**config.mk**
```make
export PLATFORM = sky130hd
export DESIGN_NAME = nand_cmd_if
export DESIGN_NICKNAME = d
export VERILOG_FILES = /design/src/rtl/nand_cif_pkg.sv /design/src/rtl/nand_bus_sampler.sv /design/src/rtl/nand_busy_timer.sv /design/src/rtl/nand_cmd_ctrl.sv /design/src/rtl/nand_out_mux.sv /design/src/rtl/nand_cmd_if.sv
export SDC_FILE = /design/constraint.sdc
export NUM_CORES = 1
export LEC_CHECK = 0
export CORE_MARGIN = 1.5
export CORE_UTILIZATION = 51
export CTS_CLUSTER_DIAMETER = 40
export CTS_CLUSTER_SIZE = 12
export DETAILED_ROUTE_END_ITERATION = 6
export GPL_TIMING_DRIVEN = 1
export PLACE_DENSITY = 0.89
export SLEW_MARGIN = 20
export SYNTH_ARGS = -nofsm -noshare
export SYNTH_HDL_FRONTEND = slang
export SYNTH_HIERARCHICAL = 1
export SYNTH_SLANG_ARGS = --single-unit
export TNS_END_PERCENT = 5
```
**constraint.sdc**
```tcl
create_clock -name clk -period 2.45 [get_ports clk]
set_clock_uncertainty 0.1 [all_clocks]
set_input_delay 0.3675 -clock clk [delete_from_list [all_inputs] [get_ports clk]]
set_output_delay 0.3675 -clock clk [all_outputs]
set_load 0.03 [all_outputs]
```
**src/rtl/nand_cif_pkg.sv**
```systemverilog
package nand_cif_pkg;
  typedef enum logic [1:0] {OUT_ARRAY, OUT_STATUS, OUT_ID} out_mode_e;
  typedef enum logic [1:0] {TM_READ, TM_PROG, TM_ERASE, TM_RESET} tmr_sel_e;
  typedef enum logic [2:0] {ST_IDLE, ST_ADDR, ST_DLOAD, ST_ECONF, ST_BUSY} cif_state_e;
  typedef enum logic [2:0] {OP_READ, OP_PROG, OP_ERASE, OP_COPY, OP_ID, OP_RST} cif_op_e;

  localparam logic [7:0] CMD_READ_A      = 8'h00;
  localparam logic [7:0] CMD_READ_B      = 8'h01;
  localparam logic [7:0] CMD_READ_SP     = 8'h50;
  localparam logic [7:0] CMD_ID          = 8'h90;
  localparam logic [7:0] CMD_RST         = 8'hFF;
  localparam logic [7:0] CMD_PROG_SETUP  = 8'h80;
  localparam logic [7:0] CMD_PROG_GO     = 8'h10;
  localparam logic [7:0] CMD_ERASE_SETUP = 8'h60;
  localparam logic [7:0] CMD_ERASE_GO    = 8'hD0;
  localparam logic [7:0] CMD_STATUS      = 8'h70;
  localparam logic [7:0] CMD_COPY_DEST   = 8'h8A;

  localparam logic [7:0] ID_MAKER  = 8'hAD;
  localparam logic [7:0] ID_DEVICE = 8'h76;
  localparam logic [7:0] ERASED_BYTE = 8'hFF;
endpackage

```
**src/rtl/nand_bus_sampler.sv**
```systemverilog
module nand_bus_sampler #(
  parameter int DW = 8
) (
  input  logic          clk,
  input  logic          rst_n,
  input  logic          ce_n,
  input  logic          cle,
  input  logic          ale,
  input  logic          we_n,
  input  logic          re_n,
  input  logic [DW-1:0] io_in,
  output logic          ev_cmd,
  output logic          ev_addr,
  output logic          ev_data,
  output logic [DW-1:0] ev_byte,
  output logic          re_rise
);
  logic we_q, re_q;
  logic cmd_q, addr_q, data_q;
  logic [DW-1:0] byte_q;
  logic we_rise;
  logic cmd_n, addr_n, data_n;
  logic [DW-1:0] byte_n;

  assign we_rise = we_n & ~we_q;

  always_comb begin
    cmd_n  = we_rise & ~ce_n &  cle & ~ale & re_n;
    addr_n = we_rise & ~ce_n & ~cle &  ale;
    data_n = we_rise & ~ce_n & ~cle & ~ale;
    byte_n = byte_q;
    if (we_rise) byte_n = io_in;
  end

  always_ff @(posedge clk or negedge rst_n) begin
    if (!rst_n) begin
      we_q   <= 1'b1;
      re_q   <= 1'b1;
      cmd_q  <= 1'b0;
      addr_q <= 1'b0;
      data_q <= 1'b0;
      byte_q <= '0;
    end else begin
      we_q   <= we_n;
      re_q   <= re_n;
      cmd_q  <= cmd_n;
      addr_q <= addr_n;
      data_q <= data_n;
      byte_q <= byte_n;
    end
  end

  assign ev_cmd  = cmd_q;
  assign ev_addr = addr_q;
  assign ev_data = data_q;
  assign ev_byte = byte_q;
  assign re_rise = re_n & ~re_q & ~ce_n;


  ev_class_chk: assert property (@(posedge clk) disable iff (!rst_n)
    (ev_cmd | ev_addr | ev_data) |-> $past(!ce_n));
endmodule

```
**src/rtl/nand_busy_timer.sv**
```systemverilog
module nand_busy_timer
  import nand_cif_pkg::*;
#(
  parameter int unsigned T_READ  = 1200,
  parameter int unsigned T_PROG  = 10000,
  parameter int unsigned T_ERASE = 75000,
  parameter int unsigned T_RESET = 250
) (
  input  logic     clk,
  input  logic     rst_n,
  input  logic     load,
  input  tmr_sel_e sel,
  output logic     busy,
  output logic     done
);
  localparam int unsigned T_AB  = (T_READ > T_PROG) ? T_READ : T_PROG;
  localparam int unsigned T_CD  = (T_ERASE > T_RESET) ? T_ERASE : T_RESET;
  localparam int unsigned T_MAX = (T_AB > T_CD) ? T_AB : T_CD;
  localparam int CW = $clog2(T_MAX + 1);

  logic [CW-1:0] cnt, cnt_n, len;
  logic busy_n;

  always_comb begin
    case (sel)
      TM_READ:  len = CW'(T_READ - 1);
      TM_PROG:  len = CW'(T_PROG - 1);
      TM_ERASE: len = CW'(T_ERASE - 1);
      default:  len = CW'(T_RESET - 1);
    endcase
  end

  always_comb begin
    cnt_n  = cnt;
    busy_n = busy;
    if (load) begin
      busy_n = 1'b1;
      cnt_n  = len;
    end else if (busy) begin
      if (cnt == '0) busy_n = 1'b0;
      else           cnt_n  = cnt - 1'b1;
    end
  end

  always_ff @(posedge clk or negedge rst_n) begin
    if (!rst_n) begin
      cnt  <= '0;
      busy <= 1'b0;
    end else begin
      cnt  <= cnt_n;
      busy <= busy_n;
    end
  end

  assign done = busy & (cnt == '0);


  busy_count_chk: assert property (@(posedge clk) disable iff (!rst_n)
    (busy && !load && cnt != '0) |=> (busy && cnt == $past(cnt) - 1'b1));
endmodule

```
**src/rtl/nand_cmd_ctrl.sv**
```systemverilog
module nand_cmd_ctrl
  import nand_cif_pkg::*;
#(
  parameter int ADDR_CYC = 4,
  localparam int ADDR_W  = 8 * ADDR_CYC
) (
  input  logic              clk,
  input  logic              rst_n,
  input  logic              ev_cmd,
  input  logic              ev_addr,
  input  logic              ev_data,
  input  logic [7:0]        ev_byte,
  input  logic              wp_n,
  input  logic              force_fail,
  input  logic              tmr_done,
  output logic              tmr_load,
  output tmr_sel_e          tmr_sel,
  output out_mode_e         mode,
  output logic              id_clr,
  output logic              fail,
  output logic [ADDR_W-1:0] arr_addr,
  output logic [1:0]        arr_area
);
  localparam int CNT_W = $clog2(ADDR_CYC + 1);
  localparam logic [CNT_W-1:0] NEED_FULL  = CNT_W'(ADDR_CYC);
  localparam logic [CNT_W-1:0] NEED_ERASE = CNT_W'(ADDR_CYC - 1);
  localparam logic [CNT_W-1:0] NEED_ID    = CNT_W'(1);

  cif_state_e st, st_n;
  cif_op_e    op, op_n;
  out_mode_e  mode_n;
  logic [CNT_W-1:0]  cnt, cnt_n, idx, need;
  logic [ADDR_W-1:0] addr_n;
  logic [1:0] area_n;
  logic seen, seen_n, fail_n, arm, arm_n;
  logic start, rst_req;
  tmr_sel_e start_sel;

  always_comb begin
    st_n = st; op_n = op; cnt_n = cnt; addr_n = arr_addr; area_n = arr_area;
    seen_n = seen; fail_n = fail; arm_n = arm; mode_n = mode;
    tmr_load = 1'b0; tmr_sel = TM_READ; id_clr = 1'b0;
    start = 1'b0; start_sel = TM_READ; rst_req = 1'b0;
    idx = (op == OP_ERASE) ? cnt + 1'b1 : cnt;
    case (op)
      OP_ERASE: need = NEED_ERASE;
      OP_ID:    need = NEED_ID;
      default:  need = NEED_FULL;
    endcase

    if (st == ST_BUSY && tmr_done) begin
      st_n = ST_IDLE;
      if (op == OP_PROG || op == OP_ERASE || op == OP_COPY) fail_n = arm;
    end

    if (ev_cmd) begin
      if (st == ST_BUSY) begin
        if (ev_byte == CMD_STATUS)   mode_n  = OUT_STATUS;
        else if (ev_byte == CMD_RST) rst_req = 1'b1;
      end else begin
        case (ev_byte)
          CMD_READ_A, CMD_READ_B, CMD_READ_SP: begin
            op_n = OP_READ; st_n = ST_ADDR; cnt_n = '0; addr_n = '0;
            mode_n = OUT_ARRAY;
            area_n = (ev_byte == CMD_READ_SP) ? 2'd2 : {1'b0, ev_byte[0]};
          end
          CMD_PROG_SETUP: begin
            op_n = OP_PROG; st_n = ST_ADDR; cnt_n = '0; addr_n = '0; seen_n = 1'b0;
          end
          CMD_COPY_DEST: begin
            op_n = OP_COPY; st_n = ST_ADDR; cnt_n = '0; addr_n = '0;
          end
          CMD_ERASE_SETUP: begin
            op_n = OP_ERASE; st_n = ST_ADDR; cnt_n = '0; addr_n = '0;
          end
          CMD_ID: begin
            op_n = OP_ID; st_n = ST_ADDR; cnt_n = '0;
          end
          CMD_STATUS: mode_n  = OUT_STATUS;
          CMD_RST:    rst_req = 1'b1;
          CMD_PROG_GO: begin
            st_n = ST_IDLE;
            if (st == ST_DLOAD && seen && wp_n) begin
              start = 1'b1; start_sel = TM_PROG;
            end
          end
          CMD_ERASE_GO: begin
            st_n = ST_IDLE;
            if (st == ST_ECONF && wp_n) begin
              start = 1'b1; start_sel = TM_ERASE;
            end
          end
          default: st_n = ST_IDLE;
        endcase
      end
    end else if (ev_addr && st == ST_ADDR) begin
      for (int b = 0; b < ADDR_CYC; b++) begin
        if (idx == CNT_W'(b)) addr_n[8*b +: 8] = ev_byte;
      end
      cnt_n = cnt + 1'b1;
      if (cnt_n == need) begin
        case (op)
          OP_READ: begin start = 1'b1; start_sel = TM_READ; end
          OP_PROG: begin st_n = ST_DLOAD; seen_n = 1'b0; end
          OP_COPY: begin
            st_n = ST_IDLE;
            if (wp_n) begin start = 1'b1; start_sel = TM_PROG; end
          end
          OP_ERASE: st_n = ST_ECONF;
          OP_ID: begin
            st_n = ST_IDLE;
            if (ev_byte == 8'h00) begin mode_n = OUT_ID; id_clr = 1'b1; end
          end
          default: st_n = ST_IDLE;
        endcase
      end
    end else if (ev_data && st == ST_DLOAD) begin
      seen_n = 1'b1;
    end

    if (rst_req) begin
      st_n = ST_BUSY; op_n = OP_RST; tmr_load = 1'b1; tmr_sel = TM_RESET;
      fail_n = 1'b0; mode_n = OUT_ARRAY; cnt_n = '0; seen_n = 1'b0;
    end else if (start) begin
      st_n = ST_BUSY; tmr_load = 1'b1; tmr_sel = start_sel;
      if (start_sel != TM_READ) begin
        fail_n = 1'b0; arm_n = force_fail;
      end
    end
  end

  always_ff @(posedge clk or negedge rst_n) begin
    if (!rst_n) begin
      st <= ST_IDLE; op <= OP_READ; cnt <= '0; arr_addr <= '0; arr_area <= 2'd0;
      seen <= 1'b0; fail <= 1'b0; arm <= 1'b0; mode <= OUT_ARRAY;
    end else begin
      st <= st_n; op <= op_n; cnt <= cnt_n; arr_addr <= addr_n; arr_area <= area_n;
      seen <= seen_n; fail <= fail_n; arm <= arm_n; mode <= mode_n;
    end
  end


  busy_ignore_chk: assert property (@(posedge clk) disable iff (!rst_n)
    (st == ST_BUSY && ev_cmd && ev_byte != CMD_STATUS && ev_byte != CMD_RST && !tmr_done)
    |=> (st == ST_BUSY && $stable(mode)));


  no_data_confirm_chk: assert property (@(posedge clk) disable iff (!rst_n)
    (st == ST_DLOAD && !seen && ev_cmd && ev_byte == CMD_PROG_GO) |=> (st == ST_IDLE));


  wp_block_chk: assert property (@(posedge clk) disable iff (!rst_n)
    (!wp_n && st != ST_BUSY) |=> (st != ST_BUSY || op == OP_READ || op == OP_RST));
endmodule

```
**src/rtl/nand_out_mux.sv**
```systemverilog
module nand_out_mux
  import nand_cif_pkg::*;
(
  input  logic       clk,
  input  logic       rst_n,
  input  out_mode_e  mode,
  input  logic       fail,
  input  logic       busy,
  input  logic       wp_n,
  input  logic       ce_n,
  input  logic       re_n,
  input  logic       re_rise,
  input  logic       id_clr,
  output logic [7:0] io_out,
  output logic       io_oe
);
  logic [1:0] id_ptr, id_ptr_n;
  logic [7:0] status;

  assign status = {wp_n, ~busy, ~busy, 4'b0000, fail};

  always_comb begin
    id_ptr_n = id_ptr;
    if (id_clr) id_ptr_n = 2'd0;
    else if (re_rise && mode == OUT_ID && id_ptr != 2'd2) id_ptr_n = id_ptr + 2'd1;
  end

  always_ff @(posedge clk or negedge rst_n) begin
    if (!rst_n) id_ptr <= 2'd0;
    else        id_ptr <= id_ptr_n;
  end

  always_comb begin
    case (mode)
      OUT_STATUS: io_out = status;
      OUT_ID: begin
        case (id_ptr)
          2'd0:    io_out = ID_MAKER;
          2'd1:    io_out = ID_DEVICE;
          default: io_out = 8'h00;
        endcase
      end
      default: io_out = ERASED_BYTE;
    endcase
  end

  assign io_oe = ~ce_n & ~re_n;


  id_value_chk: assert property (@(posedge clk) disable iff (!rst_n)
    (mode == OUT_ID && io_oe) |-> (io_out == ID_MAKER || io_out == ID_DEVICE || io_out == 8'h00));


  status_fmt_chk: assert property (@(posedge clk) disable iff (!rst_n)
    (mode == OUT_STATUS) |-> (io_out[4:1] == 4'b0000 && io_out[5] == io_out[6] && io_out[7] == wp_n));
endmodule

```
**src/rtl/nand_cmd_if.sv**
```systemverilog
module nand_cmd_if
  import nand_cif_pkg::*;
#(
  parameter int unsigned T_READ  = 1200,
  parameter int unsigned T_PROG  = 10000,
  parameter int unsigned T_ERASE = 75000,
  parameter int unsigned T_RESET = 250,
  parameter int ADDR_CYC = 4
) (
  input  logic                    clk,
  input  logic                    rst_n,
  input  logic                    ce_n,
  input  logic                    cle,
  input  logic                    ale,
  input  logic                    we_n,
  input  logic                    re_n,
  input  logic                    wp_n,
  input  logic [7:0]              io_in,
  input  logic                    force_fail,
  output logic [7:0]              io_out,
  output logic                    io_oe,
  output logic                    rb_n,
  output logic [8*ADDR_CYC-1:0]   arr_addr,
  output logic [1:0]              arr_area
);
  logic ev_cmd, ev_addr, ev_data, re_rise;
  logic [7:0] ev_byte;
  logic tmr_load, tmr_done, busy, id_clr, fail;
  tmr_sel_e tmr_sel;
  out_mode_e mode;

  nand_bus_sampler #(.DW(8)) u_sampler (
    .clk(clk), .rst_n(rst_n), .ce_n(ce_n), .cle(cle), .ale(ale), .we_n(we_n),
    .re_n(re_n), .io_in(io_in), .ev_cmd(ev_cmd), .ev_addr(ev_addr),
    .ev_data(ev_data), .ev_byte(ev_byte), .re_rise(re_rise)
  );

  nand_cmd_ctrl #(.ADDR_CYC(ADDR_CYC)) u_ctrl (
    .clk(clk), .rst_n(rst_n), .ev_cmd(ev_cmd), .ev_addr(ev_addr), .ev_data(ev_data),
    .ev_byte(ev_byte), .wp_n(wp_n), .force_fail(force_fail), .tmr_done(tmr_done),
    .tmr_load(tmr_load), .tmr_sel(tmr_sel), .mode(mode), .id_clr(id_clr),
    .fail(fail), .arr_addr(arr_addr), .arr_area(arr_area)
  );

  nand_busy_timer #(.T_READ(T_READ), .T_PROG(T_PROG), .T_ERASE(T_ERASE), .T_RESET(T_RESET)) u_timer (
    .clk(clk), .rst_n(rst_n), .load(tmr_load), .sel(tmr_sel), .busy(busy), .done(tmr_done)
  );

  nand_out_mux u_out (
    .clk(clk), .rst_n(rst_n), .mode(mode), .fail(fail), .busy(busy), .wp_n(wp_n),
    .ce_n(ce_n), .re_n(re_n), .re_rise(re_rise), .id_clr(id_clr),
    .io_out(io_out), .io_oe(io_oe)
  );

  assign rb_n = ~busy;


  busy_cause_chk: assert property (@(posedge clk) disable iff (!rst_n)
    $fell(rb_n) |-> $past(ev_cmd | ev_addr));
endmodule

```
==> impl_metrics.yaml <==
run_status:
  status: "complete, but fails checks"
  violations: "setup timing"
synth:
  ys_top_cells_by_count: "dfrtp_1, inv_1, nand3_1"
  synthFlopType: "dfrtp_1"
  ys_async_sr_fraction: 1.00
  synth_most_common_cell: "dfrtp_1"
  synth_fp_nets: 548
  yosys-top-cells-area: "dfrtp_1, o21ai_2, nand3_1"
  synth_area_per_cell_sq_um: 9.69
  yosysTopAreaCellShare: 0.394
  ys_warn_count: 6
  synth_edf_count: 0
  syn-instance-count: 517
  synth_seq_area_share: 0.405
  syn_area_sq_mm: 0.00501
  synth_top_area_cell: "dfrtp_1"
  ys_types: 77
  ys_ff_latch: 81
floorplan:
  fp-row-count: 35
  dieArea_sq_mm: 0.0104
  die_x_um: 102
  start_util: 0.535
  fp.dieH_um: 102
  fp.coreArea_sq_mm: 0.00937
  ios: 61
timing:
  rsz0062_at_grt: "true"
  setup_viol: 1
  fin_crit_sh: 1.01
  worst_slew_pin_slew_ns: 0.529
  slew_violations: 0
  period_minus_slack_ns: 2.47
  finalHoldViolCount: 0
  fin_ws_ns: -0.0196
  max_freq_ghz: 0.405
  slew_headroom: 0.637
placement:
  placed_cells: 724
  io_buffers: 60
  place.detailed.hpwl_um: 9290
  gp_congestion: 0.866
clock_tree:
  cts-root-buf: "clkbuf_8"
  cts_tree: "yes"
  clock-sinks: 81
  cts_setup_buffers: 0
  h-tree-depth: 3
  cts.clk_slew.worst_paths_ns: 0.09
  tritoncts.num_buffers: 9
  insertion_delay_ns: 0.37
  cts.path.max_buffers: 2
detailed_routing:
  drc: 0
  vias: 4434
  wl_per_cell_um: 17.7
  wl_um: 13100
  antenna_left: 0
  drtIter0Drc: 313
  vias_per_cell: 5.98
  dr.pass1.iters: 5
hold_path:
  hp-class: "input pin to flip-flop"
  hp-start: "we_n"
worst_setup_path:
  r2r_start: "u_ctrl/cnt[1]$_DFFE_PN0P_"
  crit_slowest_cell: "a311o_2"
  critPathLaunchType: "flip-flop"
  endpoint_kind: "flip-flop"
  crit_buf_inv: 3
  critPathMostFrequentCell: "buf_4"
  worstPathRequired_ns: 2.60
  max_stage_delay_ns: 0.49
  cp_top_family: "compound AO/OA/AOI/OAI gates"
  worstSetupStartpoint: "u_ctrl/cnt[1]$_DFFE_PN0P_"
  arrival_ns: 2.62
  worstPathCellList: "ha_1 -> buf_4 -> nor2b_1 -> o211ai_1 -> nand2_2 -> a311o_2 -> inv_4 -> buf_4 -> nand2_1 -> o311a_1"
  crit_type: "flip-flop to flip-flop"
  path_max_fanout: 8
power:
  power_leakage_nw: 2.60
  power_mw: 3.18
  p_per_area_mw_per_mm2: 511
  ir_drop_v: 0.000371
run:
  maxCapViolations: 0
global_routing:
  overflow: 0
  grt_pass1_wl_um: 21400
  grt_max_degree: 42
  first_global_vias: 4426
  antenna_found_initial: 0
  grtUsageTotal: 0.265
layout:
  syn_to_final_growth_pct: 24.2
  antenna_cells: 0
  layout-drive-gt1-share: 0.261
  num-fill-cells: 720
  nNetsFinal: 638
  final_cells: 741
[cells by family (layout without fill, tap and decap cells)]
| family | Yosys count | count (layout) | share of synthesized area |
|---|---|---|---|
| simple gates | 202 | 202 | 0.236 |
| compound gates | 123 | 123 | 0.200 |
| flops | 81 | 81 | 0.405 |
| buf+inv | 73 | 168 | 0.0674 |
| mux | 19 | 19 | 0.0477 |
| fa+ha+maj | 14 | 14 | 0.0349 |
| xor+xnor | 5 | 5 | 0.00874 |
[cell usage in the layout (no fill, tap or decap), types with 4 or more instances in the layout]
| cell | n |
|---|---|
| inv_1 | 47 |
| a21oi_1 | 14 |
| nand3b_1 | 5 |
| nor3_1 | 12 |
| or3_1 | 6 |
| mux2i_1 | 7 |
| or2_2 | 4 |
| ha_1 | 13 |
| mux2_4 | 9 |
| nor2b_1 | 10 |
| nand2b_1 | 10 |
| o21ai_2 | 37 |
| o22ai_1 | 5 |
| nor2_1 | 28 |
| nor3b_1 | 6 |
| dfrtp_1 | 79 |
| o21ai_0 | 14 |
| nand2_1 | 28 |
| clkbuf_8 | 9 |
| a21boi_4 | 4 |
| nor4_1 | 5 |
| or4_1 | 9 |
| clkdlybuf4s50_1 | 51 |
| o31ai_1 | 7 |
| buf_4 | 42 |
| dlygate4sd2_1 | 4 |
| nand3_1 | 45 |
[worst reg2reg max path, stage by stage, from the launching register on]
cell and delay, ns:
dfrtp_1 0.40, ha_1 0.31, buf_4 0.15, nor2b_1 0.06, o211ai_1 0.15, nand2_2 0.13
a311o_2 0.49, inv_4 0.13, buf_4 0.12, nand2_1 0.04, o311a_1 0.28
[routing by layer]
metal	up-vias	global-route usage	routed length, um	part of all wire
li1	2034	-	-	-
met1	2192	0.324	5300	0.40
met2	178	0.461	6830	0.52
met3	30	0.0472	747	0.057
met4	0	0.111	272	0.021
met5	-	0	0	0
[path summary, 6_finish.rpt]
kind                                                   end  slack [ns]  cells past startpoint
setup / recovery               u_timer/cnt[10]$_DFFE_PN0P_       -0.02                     10
hold / removal                    u_sampler/we_q$_DFF_PN1_        0.36                      1
setup reg to reg               u_timer/cnt[10]$_DFFE_PN0P_       -0.02                     10
hold reg to reg            u_ctrl/arr_addr[12]$_DFFE_PN0P_        0.44                      2
max in group asynchronous  u_ctrl/arr_addr[22]$_DFFE_PN0P_        1.17                      3
min in group asynchronous            u_ctrl/fail$_DFF_PN0_        0.45                      2
[flip-flops by register name, summed over array words and instances (netlist names)]
signal and flops:
u_ctrl/st 3, u_ctrl/cnt 3, u_sampler/ev_cmd 1, u_ctrl/mode 2, u_ctrl/op 3, u_ctrl/fail 1, u_out/id_ptr 2, u_ctrl/arr_addr 32
u_sampler/ev_data 1, u_timer/busy 1, u_timer/cnt 17, u_sampler/ev_byte 8, u_ctrl/arr_area 2, u_sampler/ev_addr 1, u_ctrl/seen 1, u_ctrl/arm 1
u_sampler/we_q 1, u_sampler/re_q 1
[area by class of cell]
cell class                 instances  area [sq um]  share of cell area
multi-input combinational        363          2710               0.436
sequential                        81          2030               0.326
timing repair buffer             104           931               0.150
inverter                          48           183              0.0293
tap                              129           161              0.0259
clock buffer                       9           124              0.0199
clock inverter                     7          85.1              0.0137
[power by group]
group,total [mW],switching [mW],internal [mW],leakage (nW)
Clock,1.05,0.556,0.491,0.106
Combinational,0.659,0.376,0.283,1.41
Sequential,1.48,0.0732,1.40,1.08
[repair_timing]
action / CTS / global route
resized for setup: 10 / 23
pin swaps: 1 / 5
hold buffers: 1 / 0
setup endpoints to repair: 13 / 28
endpoints found under the hold margin: 38 / 0
[metrics by stage]
stage | util | setup slack (ns) | hold WS, ns | TNS, ns | cell area, sq um
global route | 0.664 | -0.115 | 0.368 | -0.594 | 6230
CTS | 0.660 | -0.0121 | 0.354 | -0.0159 | 6180
detailed placement | 0.636 | -0.0469 | 0.293 | -0.133 | 5960
global placement | 0.636 | 0.0287 | 0.282 | 0 | 5960
floorplan | - | 0.00168 | -0.0281 | 0 | 5030
finish | 0.664 | -0.0196 | 0.357 | -0.0196 | 6230
Power figures use the tool's default switching activity.
